`config.mk`:
```
export PLATFORM = sky130hd
export DESIGN_NAME = cfg_bank_switcher
export DESIGN_NICKNAME = d
export VERILOG_FILES = /design/src/rtl/cfgsw_pkg.sv /design/src/rtl/cfgsw_shadow_port.sv /design/src/rtl/cfgsw_seq_ctrl.sv /design/src/rtl/cfgsw_active_bank.sv /design/src/rtl/cfg_bank_switcher.sv
export SDC_FILE = /design/constraint.sdc
export NUM_CORES = 1
export LEC_CHECK = 0
export BUFFER_PORTS_ARGS = -buffer_cell sky130_fd_sc_hd__buf_2
export CAP_MARGIN = 20
export CELL_PAD_IN_SITES_DETAIL_PLACEMENT = 0
export CELL_PAD_IN_SITES_GLOBAL_PLACEMENT = 1
export CORE_ASPECT_RATIO = 1.1
export CORE_UTILIZATION = 44
export DETAILED_ROUTE_END_ITERATION = 10
export PLACE_DENSITY_LB_ADDON = 0.3
export SLEW_MARGIN = 10
export SYNTH_ARGS = -nofsm -noshare
export SYNTH_HDL_FRONTEND = slang
export SYNTH_SLANG_ARGS = --single-unit
```
`constraint.sdc`:
```
create_clock -name clk -period 2 [get_ports clk]
set_input_delay 0.3 -clock clk [delete_from_list [all_inputs] [get_ports clk]]
set_output_delay 0.3 -clock clk [all_outputs]
set_load 0.02 [all_outputs]
```
`src/rtl/cfgsw_pkg.sv`:
```
package cfgsw_pkg;

  typedef enum logic [2:0] {
    ROLE_WORD,
    ROLE_COMMIT,
    ROLE_NEXT,
    ROLE_ACK,
    ROLE_NONE
  } wr_role_e;

  // Map a write address onto its role: configuration words first,
  // then the three control addresses, anything beyond is unused.
  function automatic wr_role_e decode_role(input int unsigned addr,
                                           input int unsigned words);
    if (addr < words)          return ROLE_WORD;
    else if (addr == words)    return ROLE_COMMIT;
    else if (addr == words + 1) return ROLE_NEXT;
    else if (addr == words + 2) return ROLE_ACK;
    else                       return ROLE_NONE;
  endfunction

endpackage

```
`src/rtl/cfgsw_shadow_port.sv`:
```
module cfgsw_shadow_port
  import cfgsw_pkg::*;
#(
  parameter int unsigned WORDS  = 4,
  parameter int unsigned WORD_W = 8,
  parameter int unsigned ID_W   = 3,
  parameter int unsigned AW     = 3
) (
  input  logic                    clk,
  input  logic                    rst_n,
  input  logic                    wr_en,
  input  logic [AW-1:0]           wr_addr,
  input  logic [WORD_W-1:0]       wr_data,
  input  logic                    swap,
  output logic [WORDS*WORD_W-1:0] shadow_flat,
  output logic                    commit,
  output logic                    next_wr,
  output logic [ID_W-1:0]         next_val,
  output logic                    ack
);

  logic              live_en;
  logic              hold_set;
  wr_role_e          live_role;
  wr_role_e          held_role;
  logic              held_q;
  logic [AW-1:0]     held_addr_q;
  logic [WORD_W-1:0] held_data_q;

  assign live_en   = wr_en & ~swap;
  assign hold_set  = wr_en & swap;
  assign live_role = decode_role(32'(wr_addr), WORDS);
  assign held_role = decode_role(32'(held_addr_q), WORDS);

  // Control-side effects; the event clear is never deferred.
  always_comb begin
    commit   = (live_en && live_role == ROLE_COMMIT) ||
               (held_q && held_role == ROLE_COMMIT);
    next_wr  = (live_en && live_role == ROLE_NEXT) ||
               (held_q && held_role == ROLE_NEXT);
    next_val = (live_en && live_role == ROLE_NEXT) ? wr_data[ID_W-1:0]
                                                   : held_data_q[ID_W-1:0];
    ack      = wr_en && live_role == ROLE_ACK;
  end

  // One-entry deferral slot for writes arriving in a swap cycle.
  always_ff @(posedge clk or negedge rst_n) begin
    if (!rst_n) begin
      held_q      <= 1'b0;
      held_addr_q <= '0;
      held_data_q <= '0;
    end else begin
      held_q <= hold_set;
      if (hold_set) begin
        held_addr_q <= wr_addr;
        held_data_q <= wr_data;
      end
    end
  end

  for (genvar w = 0; w < WORDS; w++) begin : g_word
    logic [WORD_W-1:0] word_q;
    logic [WORD_W-1:0] word_d;
    logic              word_en;

    always_comb begin
      word_d  = word_q;
      word_en = 1'b0;
      if (held_q && held_role == ROLE_WORD && held_addr_q == AW'(w)) begin
        word_d  = held_data_q;
        word_en = 1'b1;
      end
      if (live_en && live_role == ROLE_WORD && wr_addr == AW'(w)) begin
        word_d  = wr_data;
        word_en = 1'b1;
      end
    end

    always_ff @(posedge clk or negedge rst_n) begin
      if (!rst_n)       word_q <= '0;
      else if (word_en) word_q <= word_d;
    end

    assign shadow_flat[w*WORD_W +: WORD_W] = word_q;
  end

  // a deferred write is always drained before another swap can occur.
  assert_held_not_in_swap_R7: assert property (
    @(posedge clk) disable iff (!rst_n) held_q |-> !swap);

  // a write colliding with a swap is captured for the next cycle.
  assert_collision_held_R7: assert property (
    @(posedge clk) disable iff (!rst_n) (wr_en && swap) |=> held_q);

endmodule

```
`src/rtl/cfgsw_seq_ctrl.sv`:
```
module cfgsw_seq_ctrl #(
  parameter int unsigned ID_W    = 3,
  parameter int unsigned SEQ_LEN = 5
) (
  input  logic            clk,
  input  logic            rst_n,
  input  logic            run_done,
  input  logic            commit,
  input  logic            next_wr,
  input  logic [ID_W-1:0] next_val,
  input  logic            ack,
  output logic            swap,
  output logic            valid_q,
  output logic            pending_q,
  output logic            evt_q,
  output logic            start_q,
  output logic [ID_W-1:0] act_id_q,
  output logic [ID_W-1:0] nxt_q
);

  localparam logic [ID_W-1:0] LAST_ID = ID_W'(SEQ_LEN - 1);

  logic            valid_d;
  logic            pending_d;
  logic            evt_d;
  logic [ID_W-1:0] act_id_d;
  logic [ID_W-1:0] nxt_d;

  assign swap = (run_done | pending_q) & valid_q;

  always_comb begin
    valid_d   = valid_q;
    pending_d = pending_q;
    evt_d     = evt_q;
    act_id_d  = act_id_q;
    nxt_d     = nxt_q;
    if (swap) begin
      valid_d   = 1'b0;
      pending_d = 1'b0;
      evt_d     = 1'b1;
      act_id_d  = nxt_q;
      nxt_d     = (nxt_q == LAST_ID) ? '0 : nxt_q + ID_W'(1);
    end else begin
      if (commit)              valid_d   = 1'b1;
      if (run_done && !valid_q) pending_d = 1'b1;
      if (ack)                 evt_d     = 1'b0;
      if (next_wr)             nxt_d     = next_val;
    end
  end

  always_ff @(posedge clk or negedge rst_n) begin
    if (!rst_n) begin
      valid_q   <= 1'b0;
      pending_q <= 1'b1;
      evt_q     <= 1'b0;
      start_q   <= 1'b0;
      act_id_q  <= '0;
      nxt_q     <= '0;
    end else begin
      valid_q   <= valid_d;
      pending_q <= pending_d;
      evt_q     <= evt_d;
      start_q   <= swap;
      act_id_q  <= act_id_d;
      nxt_q     <= nxt_d;
    end
  end

  // a swap consumes the shadow bank and announces itself.
  assert_swap_effects_R5: assert property (
    @(posedge clk) disable iff (!rst_n)
    swap |=> (!valid_q && evt_q && start_q && !pending_q));

  // the active id moves only at a swap, and then to the queued id.
  assert_id_frozen_R6: assert property (
    @(posedge clk) disable iff (!rst_n) !swap |=> $stable(act_id_q));

  assert_id_loaded_R6: assert property (
    @(posedge clk) disable iff (!rst_n) swap |=> act_id_q == $past(nxt_q));

  // a finished run without a ready bank turns into waiting.
  assert_wait_recorded_R4: assert property (
    @(posedge clk) disable iff (!rst_n)
    (run_done && !valid_q) |=> pending_q);

endmodule

```
`src/rtl/cfgsw_active_bank.sv`:
```
module cfgsw_active_bank #(
  parameter int unsigned WORDS  = 4,
  parameter int unsigned WORD_W = 8
) (
  input  logic                    clk,
  input  logic                    rst_n,
  input  logic                    swap,
  input  logic [WORDS*WORD_W-1:0] shadow_flat,
  output logic [WORDS*WORD_W-1:0] act_q
);

  logic [WORDS*WORD_W-1:0] act_d;

  always_comb begin
    act_d = act_q;
    if (swap) act_d = shadow_flat;
  end

  always_ff @(posedge clk or negedge rst_n) begin
    if (!rst_n)    act_q <= '0;
    else if (swap) act_q <= act_d;
  end

  // active settings hold outside a swap.
  assert_active_frozen_R2: assert property (
    @(posedge clk) disable iff (!rst_n) !swap |=> $stable(act_q));

  // a swap copies the shadow words seen at that edge.
  assert_active_copy_R3: assert property (
    @(posedge clk) disable iff (!rst_n) swap |=> act_q == $past(shadow_flat));

endmodule

```
`src/rtl/cfg_bank_switcher.sv`:
```
module cfg_bank_switcher #(
  parameter int unsigned WORDS   = 4,
  parameter int unsigned WORD_W  = 8,
  parameter int unsigned SEQ_LEN = 5,
  localparam int unsigned ID_W   = (SEQ_LEN > 1) ? $clog2(SEQ_LEN) : 1,
  localparam int unsigned AW     = $clog2(WORDS + 3),
  localparam int unsigned STAT_W = 2 * ID_W + 3
) (
  input  logic                    clk,
  input  logic                    rst_n,
  input  logic                    wr_en,
  input  logic [AW-1:0]           wr_addr,
  input  logic [WORD_W-1:0]       wr_data,
  input  logic                    run_done,
  output logic [WORDS*WORD_W-1:0] act_cfg,
  output logic                    cfg_start,
  output logic [STAT_W-1:0]       status
);

  logic                    swap;
  logic [WORDS*WORD_W-1:0] shadow_flat;
  logic                    commit;
  logic                    next_wr;
  logic [ID_W-1:0]         next_val;
  logic                    ack;
  logic                    valid_q;
  logic                    pending_q;
  logic                    evt_q;
  logic [ID_W-1:0]         act_id_q;
  logic [ID_W-1:0]         nxt_q;

  cfgsw_shadow_port #(
    .WORDS(WORDS), .WORD_W(WORD_W), .ID_W(ID_W), .AW(AW)
  ) u_shadow (
    .clk(clk), .rst_n(rst_n), .wr_en(wr_en), .wr_addr(wr_addr),
    .wr_data(wr_data), .swap(swap), .shadow_flat(shadow_flat),
    .commit(commit), .next_wr(next_wr), .next_val(next_val), .ack(ack)
  );

  cfgsw_seq_ctrl #(
    .ID_W(ID_W), .SEQ_LEN(SEQ_LEN)
  ) u_seq (
    .clk(clk), .rst_n(rst_n), .run_done(run_done), .commit(commit),
    .next_wr(next_wr), .next_val(next_val), .ack(ack), .swap(swap),
    .valid_q(valid_q), .pending_q(pending_q), .evt_q(evt_q),
    .start_q(cfg_start), .act_id_q(act_id_q), .nxt_q(nxt_q)
  );

  cfgsw_active_bank #(
    .WORDS(WORDS), .WORD_W(WORD_W)
  ) u_active (
    .clk(clk), .rst_n(rst_n), .swap(swap), .shadow_flat(shadow_flat),
    .act_q(act_cfg)
  );

  assign status = {nxt_q, act_id_q, pending_q, evt_q, valid_q};

endmodule

```
==> results of run 1 <==
[layout by cell type, fill, tap and decap left out, types with 2 or more instances in the layout]
master        n
inv_1         4
nor4b_4       2
mux2i_1      33
o21ai_0      32
dfrtp_1      85
buf_4        15
nand2_1     139
ha_1          2
o21ai_1       6
nor4_4        2
clkinvlp_4    3
nor2_1        5
buf_2        55
nand4b_1      2
mux2_2       12
clkbuf_8     10
[how the worst max path moves through the flow]
stage / to
final: u_shadow.held_data_q[4]$_DFFE_PN0P_
after global routing: u_shadow.held_addr_q[0]$_DFFE_PN0P_
after CTS: u_shadow.held_addr_q[0]$_DFFE_PN0P_
after detailed placement: u_seq.nxt_q[1]$_DFFE_PN0P_
after global placement: u_seq.nxt_q[1]$_DFFE_PN0P_
after floorplan: u_shadow.held_data_q[0]$_DFFE_PN0P_
[flip-flops by register name (all words and copies together) (netlist names), 3 cells and up]
register	flops
u_seq.nxt_q	3
u_shadow.held_data_q	8
u_shadow.held_addr_q	3
u_shadow.g_word.word_q	32
u_seq.act_id_q	3
u_active.act_q	32
[cell type report]
type	count	share of cell area
Sequential cell	86	0.488
Multi-Input combinational cell	252	0.339
Timing Repair Buffer	71	0.0901
Tap cell	111	0.0315
Clock buffer	10	0.0312
Clock inverter	6	0.0159
Inverter	5	0.00425
[worst min-delay path, stage by stage]
cell and delay, ps:
buf_2 120, nor2_1 100, nor2_1 40
[cell usage after synthesis (all sizes together) (3+ instances only)]
library cell,count
nor4b,3
mux2i,33
inv,5
dfrtp,85
nand2,139
mux2,12
buf,13
o21ai,39
clkbuf,6
nand4b,3
nor2,5
[layer usage]
layer / share of wire / global-route usage
met1: 0.46 / 0.266
met2: 0.49 / 0.321
met3: 0.028 / 0.0306
met4: 0.017 / 0.0819
met5: 0 / 0
[cells by family after synthesis]
family	share of synthesized area
buffers and inverters	0.0358
adders and majority gates	0.00663
and+or+nand+nor	0.195
DFF	0.570
AOI/OAI and AO/OA	0.0693
muxes	0.123
[stage by stage]
step | hold slack (ps) | instances | total power [W]
floorplan | 4.41 | 362 | 0.00483
global placement | 335 | 524 | 0.00561
detailed placement | 337 | 524 | 0.00570
CTS | 183 | 541 | 0.00698
global route | 205 | 541 | 0.00740
finish | 197 | 541 | 0.00691
[where the power goes]
group	leakage (nW)	internal [W]	total, W	switching, W
registers	1.05	0.00258	0.00322	0.000637
logic	0.981	0.000950	0.00241	0.00146
clock network	0.0951	0.000617	0.00127	0.000656
[repair_timing]
item                      CTS  global route
hold buffers                1             0
setup buffers               0             0
hold endpoints to repair   42             0
==> run metrics, run 1 <==
FF-to-FF path depth=4; CTS tree=done; worst setup path class=flop to flop; filler cell count=783; All-Layer GR Usage=0.197; setup_tns=0 ps; CTS Buf Count=9; R2R Setup Slk=around 290 ps; Overflow after GRT=0; r2r startpoint=u_seq.pending_q$_DFFE_PN1P_; clock tree buffer depth=2; first drt pass iteration count=4; fin worst setup slack=286 ps; Seq. cell area=~0.0022 mm2; Max-Cap Viols=0; Peak Freq=584 MHz; dpl ws=297 ps; post-synth top area share=0.563; worst hold-check path type=input pin to flop; Crit. Startpoint=u_seq.pending_q$_DFFE_PN1P_; hold-critical path depth=3; prevailing post-synth register cell=dfrtp_1; largest net degree at the start of global routing=46; Die X=90.3 um; Unique masters post-synth=35; share of layout cells above drive strength 1=0.256; slowest CP cell=dfstp_2; post-route ant nets=0; Crit path max-delay family=flip-flops; worst vdd ir=between 0.5 and 0.6 mV; PwrDens=1560 mW/mm2; global-route wire length before repair=approximately 14 mm; Seq cells post-synth=86; area of the multi-input gates=around 0.0015 mm2; Starting DRT DRC Count=111; Post-synth EDFFs=0; die height=approximately 99 um; post-layout util=0.528; I/O Buffers=56; Worst Path Buf+Inv=1; unrepaired setup endpoints after global routing=false; Worst path max stage delay=between 500 and 600 ps; Syn Nets=approximately 380; DP Area=roughly 0.0042 mm2; area delta synth->final=17.0%; startpoint types=flop; Antenna Cells=0; Slew Limit Fails=0; Worst R2R End=u_shadow.held_data_q[4]$_DFFE_PN0P_; Req. time, crit path=2240 ps; Via density=5.02; initial antenna violation count=0; ys async rst share=1.00; final setup fails=0; Leak=2.13 nW; Arrival @ worst endpoint=1960 ps; vias in the first global route=roughly 2700; relative slew slack=0.627; Clock Tree Root=clkbuf_8; post_cts resized=0; Post-Syn Area=0.00377 mm2; Max FO, Critical Path=13; Synth area leader=dfrtp_1; average size of a mapped cell=10.4 um2; worst skew pair latency=360 ps; fin nets=between 400 and 500; die area=0.00895 mm2; GPL Wtd Cong=0.743; initial core utilization=0.451; drt drc=0; Avg WL per Cell=15.2 um; HPWL after DPL=~5.7 mm; Levels on crit path=4; clk slew on worst S/H paths=90 ps; Slew @ Worst Pin=560 ps; count of final hold-check violations=0; via count=2717; Synth Warn #=0; Worst Hold Path EP=u_seq.pending_q$_DFFE_PN1P_; largest cells by area after synthesis=dfrtp_1 (56%), nand2_1 (14%), mux2i_1 (8.8%); min cycle time layout=1710 ps; Core Box Area=0.00836 mm2; Final Instance Area=0.00442 mm2; final wirelength=8.22 mm; I/O pin count=57; Worst Skew=9.22 ps; Gate Count Post-Synth=362; sequential share of the synthesized area=0.570; crit path cell chain=o21ai_4, inv_2, nand2_1, mux2_2; critical path capture point type=flop; floorplan row count=35; fin crit share=0.857; htree depth=3; CTS Sinks=86; Hold Startpoint=run_done; status=completed
Power figures use the tool's default switching activity.
==> run 2: changes to the inputs <==
--- a/config.mk
+++ b/config.mk
@@ -10,10 +10,11 @@
 export CELL_PAD_IN_SITES_DETAIL_PLACEMENT = 0
 export CELL_PAD_IN_SITES_GLOBAL_PLACEMENT = 1
 export CORE_ASPECT_RATIO = 1.1
-export CORE_UTILIZATION = 44
+export CORE_UTILIZATION = 45
 export DETAILED_ROUTE_END_ITERATION = 10
 export PLACE_DENSITY_LB_ADDON = 0.3
 export SLEW_MARGIN = 10
 export SYNTH_ARGS = -nofsm -noshare
 export SYNTH_HDL_FRONTEND = slang
+export SYNTH_HIERARCHICAL = 1
 export SYNTH_SLANG_ARGS = --single-unit
==> run metrics, run 2 <==
count of final hold-check violations=0 (unchanged); slowest CP cell=dfrtp_1; area delta synth->final=14.9%; Cell Int Power=0.00474 W (+14%); worst hold-check path type=input pin to flop; Req. time, crit path=2230 ps (about the same); post-synth top area share=0.536 (-0.0272); min cycle time layout=1770 ps (+57.9 ps); relative slew slack=0.691 (+0.0640); All-Layer GR Usage=0.175 (-0.0225); Antenna Cells=0 (unchanged); Hold Startpoint=run_done; clock tree buffer depth=2 (unchanged); Core Box Area=0.00845 mm2 (+1.0%); die area=0.00919 mm2 (+2.7%); clk slew on worst S/H paths=80 ps (about the same); Total Power=0.00727 W (+5.3%); Switching Fraction=0.348 (-0.0510); Gate Count Post-Synth=259 (-28%); commonest non-fill, non-tap cell in the layout=dfrtp_1; via count=2240 (-18%); average size of a mapped cell=15.3 um2 (+47%); final setup fails=0 (unchanged); Overflow after GRT=0 (unchanged); combinational power share=0.411 (+0.061); htree depth=3 (unchanged); Leak=2.14 nW (+0.32%); final wirelength=7.42 mm (-9.7%); largest cells by area after synthesis=dfrtp_1 (54%), mux2_2 (20%), mux2_4 (11%); CTS Sinks=86 (unchanged); Synth Warn #=6 (+6); Max-Cap Viols=0 (unchanged); Syn Nets=276 (-27%); crit path cell chain=nor4bb_2, buf_4, mux2_1, mux2_2; fin nets=342 (-23%); Clock Tree Root=clkbuf_8; prevailing post-synth register cell=dfrtp_1; die height=100 um (+1.3%); critical path capture point type=flop; Crit. Startpoint=u_shadow/held_addr_q[1]$_DFFE_PN0P_; most frequent cells in the layout=dfrtp_1 (85), mux2_2 (69), buf_2 (55); Starting DRT DRC Count=70 (-37%); worst skew pair latency=340 ps (-20 ps); Post-synth EDFFs=0 (unchanged); r2r startpoint=u_shadow/held_addr_q[1]$_DFFE_PN0P_; Slew @ Worst Pin=464 ps (-95.9 ps); initial core utilization=0.469 (+0.0180); status=completed; CTS Buf Count=9 (unchanged); worst vdd ir=0.793 mV (+53%); Post-Syn Area=0.00397 mm2 (+5.1%); Die X=91.5 um (+1.3%); Avg WL per Cell=16.8 um (+11%); share of layout cells above drive strength 1=0.570 (+0.314); worst setup path class=flop to flop; Regs by FF count=u_active/act_q: 32 flops, u_shadow/g_word.word_q: 32 flops, u_shadow/held_data_q: 8 flops; P_sw=0.00253 W (-8.1%); HPWL after DPL=5.11 mm (-10%); most frequent cell after synthesis=dfrtp_1; floorplan row count=35 (unchanged); largest net degree at the start of global routing=37 (-20%); Worst path max stage delay=490 ps (-90 ps); Via density=5.08 (+1.1%); drt drc=0 (unchanged); Worst Skew=9.76 ps (+0.535 ps); Slew Limit Fails=0 (unchanged); Seq cells post-synth=86 (unchanged); ys async rst share=1.00 (unchanged); I/O pin count=57 (unchanged); part of the power in registers=0.448 (-0.018); Synth area leader=dfrtp_1; GPL Wtd Cong=0.736 (-1.1%); post-route ant nets=0 (unchanged); Max FO, Critical Path=8 (-5); postcts setup bufs=0 (unchanged); Post-synth top cells=dfrtp_1 (85), mux2_2 (69), mux2_4 (30); sequential share of the synthesized area=0.543 (-0.0275); Crit path max-delay family=multiplexers; Unique masters post-synth=34 (-2.9%); fin crit share=0.886 (+0.0289); I/O Buffers=56 (unchanged); PwrDens=1600 mW/mm2 (+2.1%); global-route wire length before repair=12.2 mm (-10%); Clk network pwr share=0.141 (-0.043); Peak Freq=564 MHz (-3.3%); startpoint types=flop; initial antenna violation count=0 (unchanged); unrepaired setup endpoints after global routing=false; first drt pass iteration count=4 (unchanged); Arrival @ worst endpoint=2000 ps (+40 ps); vias in the first global route=2259 (-16%); Worst Path Buf+Inv=1 (unchanged); setup_tns=0 ps (unchanged); CTS tree=done
## run 2: final timing paths
kind                                                            end  slack (ps)  cells after the start
setup / recovery           u_shadow/g_word[1].word_q[0]$_DFFE_PN0P_         230                      4
hold / removal                          u_seq/pending_q$_DFFE_PN1P_         200                      3
setup reg to reg           u_shadow/g_word[1].word_q[0]$_DFFE_PN0P_         230                      4
hold reg to reg                         u_seq/pending_q$_DFFE_PN1P_         460                      1
max in group asynchronous       u_shadow/held_data_q[2]$_DFFE_PN0P_         890                      3
min in group asynchronous            u_active/act_q[22]$_DFFE_PN0P_         450                      2
## run 2: through the flow
step | util | hold WS (ps) | instance area [um2] | std cells | setup slack (ps)
after floorplan | - | 4.41 | 3990 | 259 | 25.0
after global placement | 0.519 | 282 | 4390 | 424 | 277
after detailed placement | 0.519 | 286 | 4390 | 424 | 241
after CTS | 0.539 | 181 | 4560 | 441 | 226
after global routing | 0.539 | 231 | 4560 | 441 | 154
final | 0.539 | 198 | 4560 | 441 | 228
## run 2: worst min-delay path, delay by kind of cell
family | cells | cell delay, ps
AND/OR/NAND/NOR | 2 | 130
buffers and inverters | 1 | 110
## run 2: timing repair
| action | in CTS | in global routing |
|---|---|---|
| resized for setup | 0 | 0 |
| hold buffers | 1 | 0 |
| hold endpoints to repair | 34 | 0 |
## run 2: cell type report
type	instances	area, um2
Multi-Input combinational cell	155	1690
Inverter	6	22.5
Fill cell	723	3890
Sequential cell	86	2150
Timing Repair Buffer	67	393
Tap cell	111	139
Clock inverter	3	21.3
Clock buffer	13	139
## run 2: layer usage
metal,vias to the layer above,GRT usage,wire (um)
li1,1060,-,-
met1,1118,0.250,3740
met2,51,0.272,3340
met3,11,0.0264,238
met4,0,0.0623,102
met5,-,0,0
## run 2: cell families after synthesis
logic type / after synthesis / share of synthesized area
muxes: 112 / 0.346
DFF: 86 / 0.543
and+or+nand+nor: 31 / 0.0527
buffers and inverters: 18 / 0.0369
AOI/OAI and AO/OA: 10 / 0.0155
adders and majority gates: 2 / 0.00631
## run 2: power groups by stage
stage               Combinational (W)  Clock [W]  Sequential (W)
detailed placement            0.00302          0         0.00331
global placement              0.00295          0         0.00327
global route                  0.00322    0.00115         0.00339
finish                        0.00299    0.00103         0.00326
CTS                           0.00302    0.00107         0.00328
floorplan                     0.00197          0         0.00357
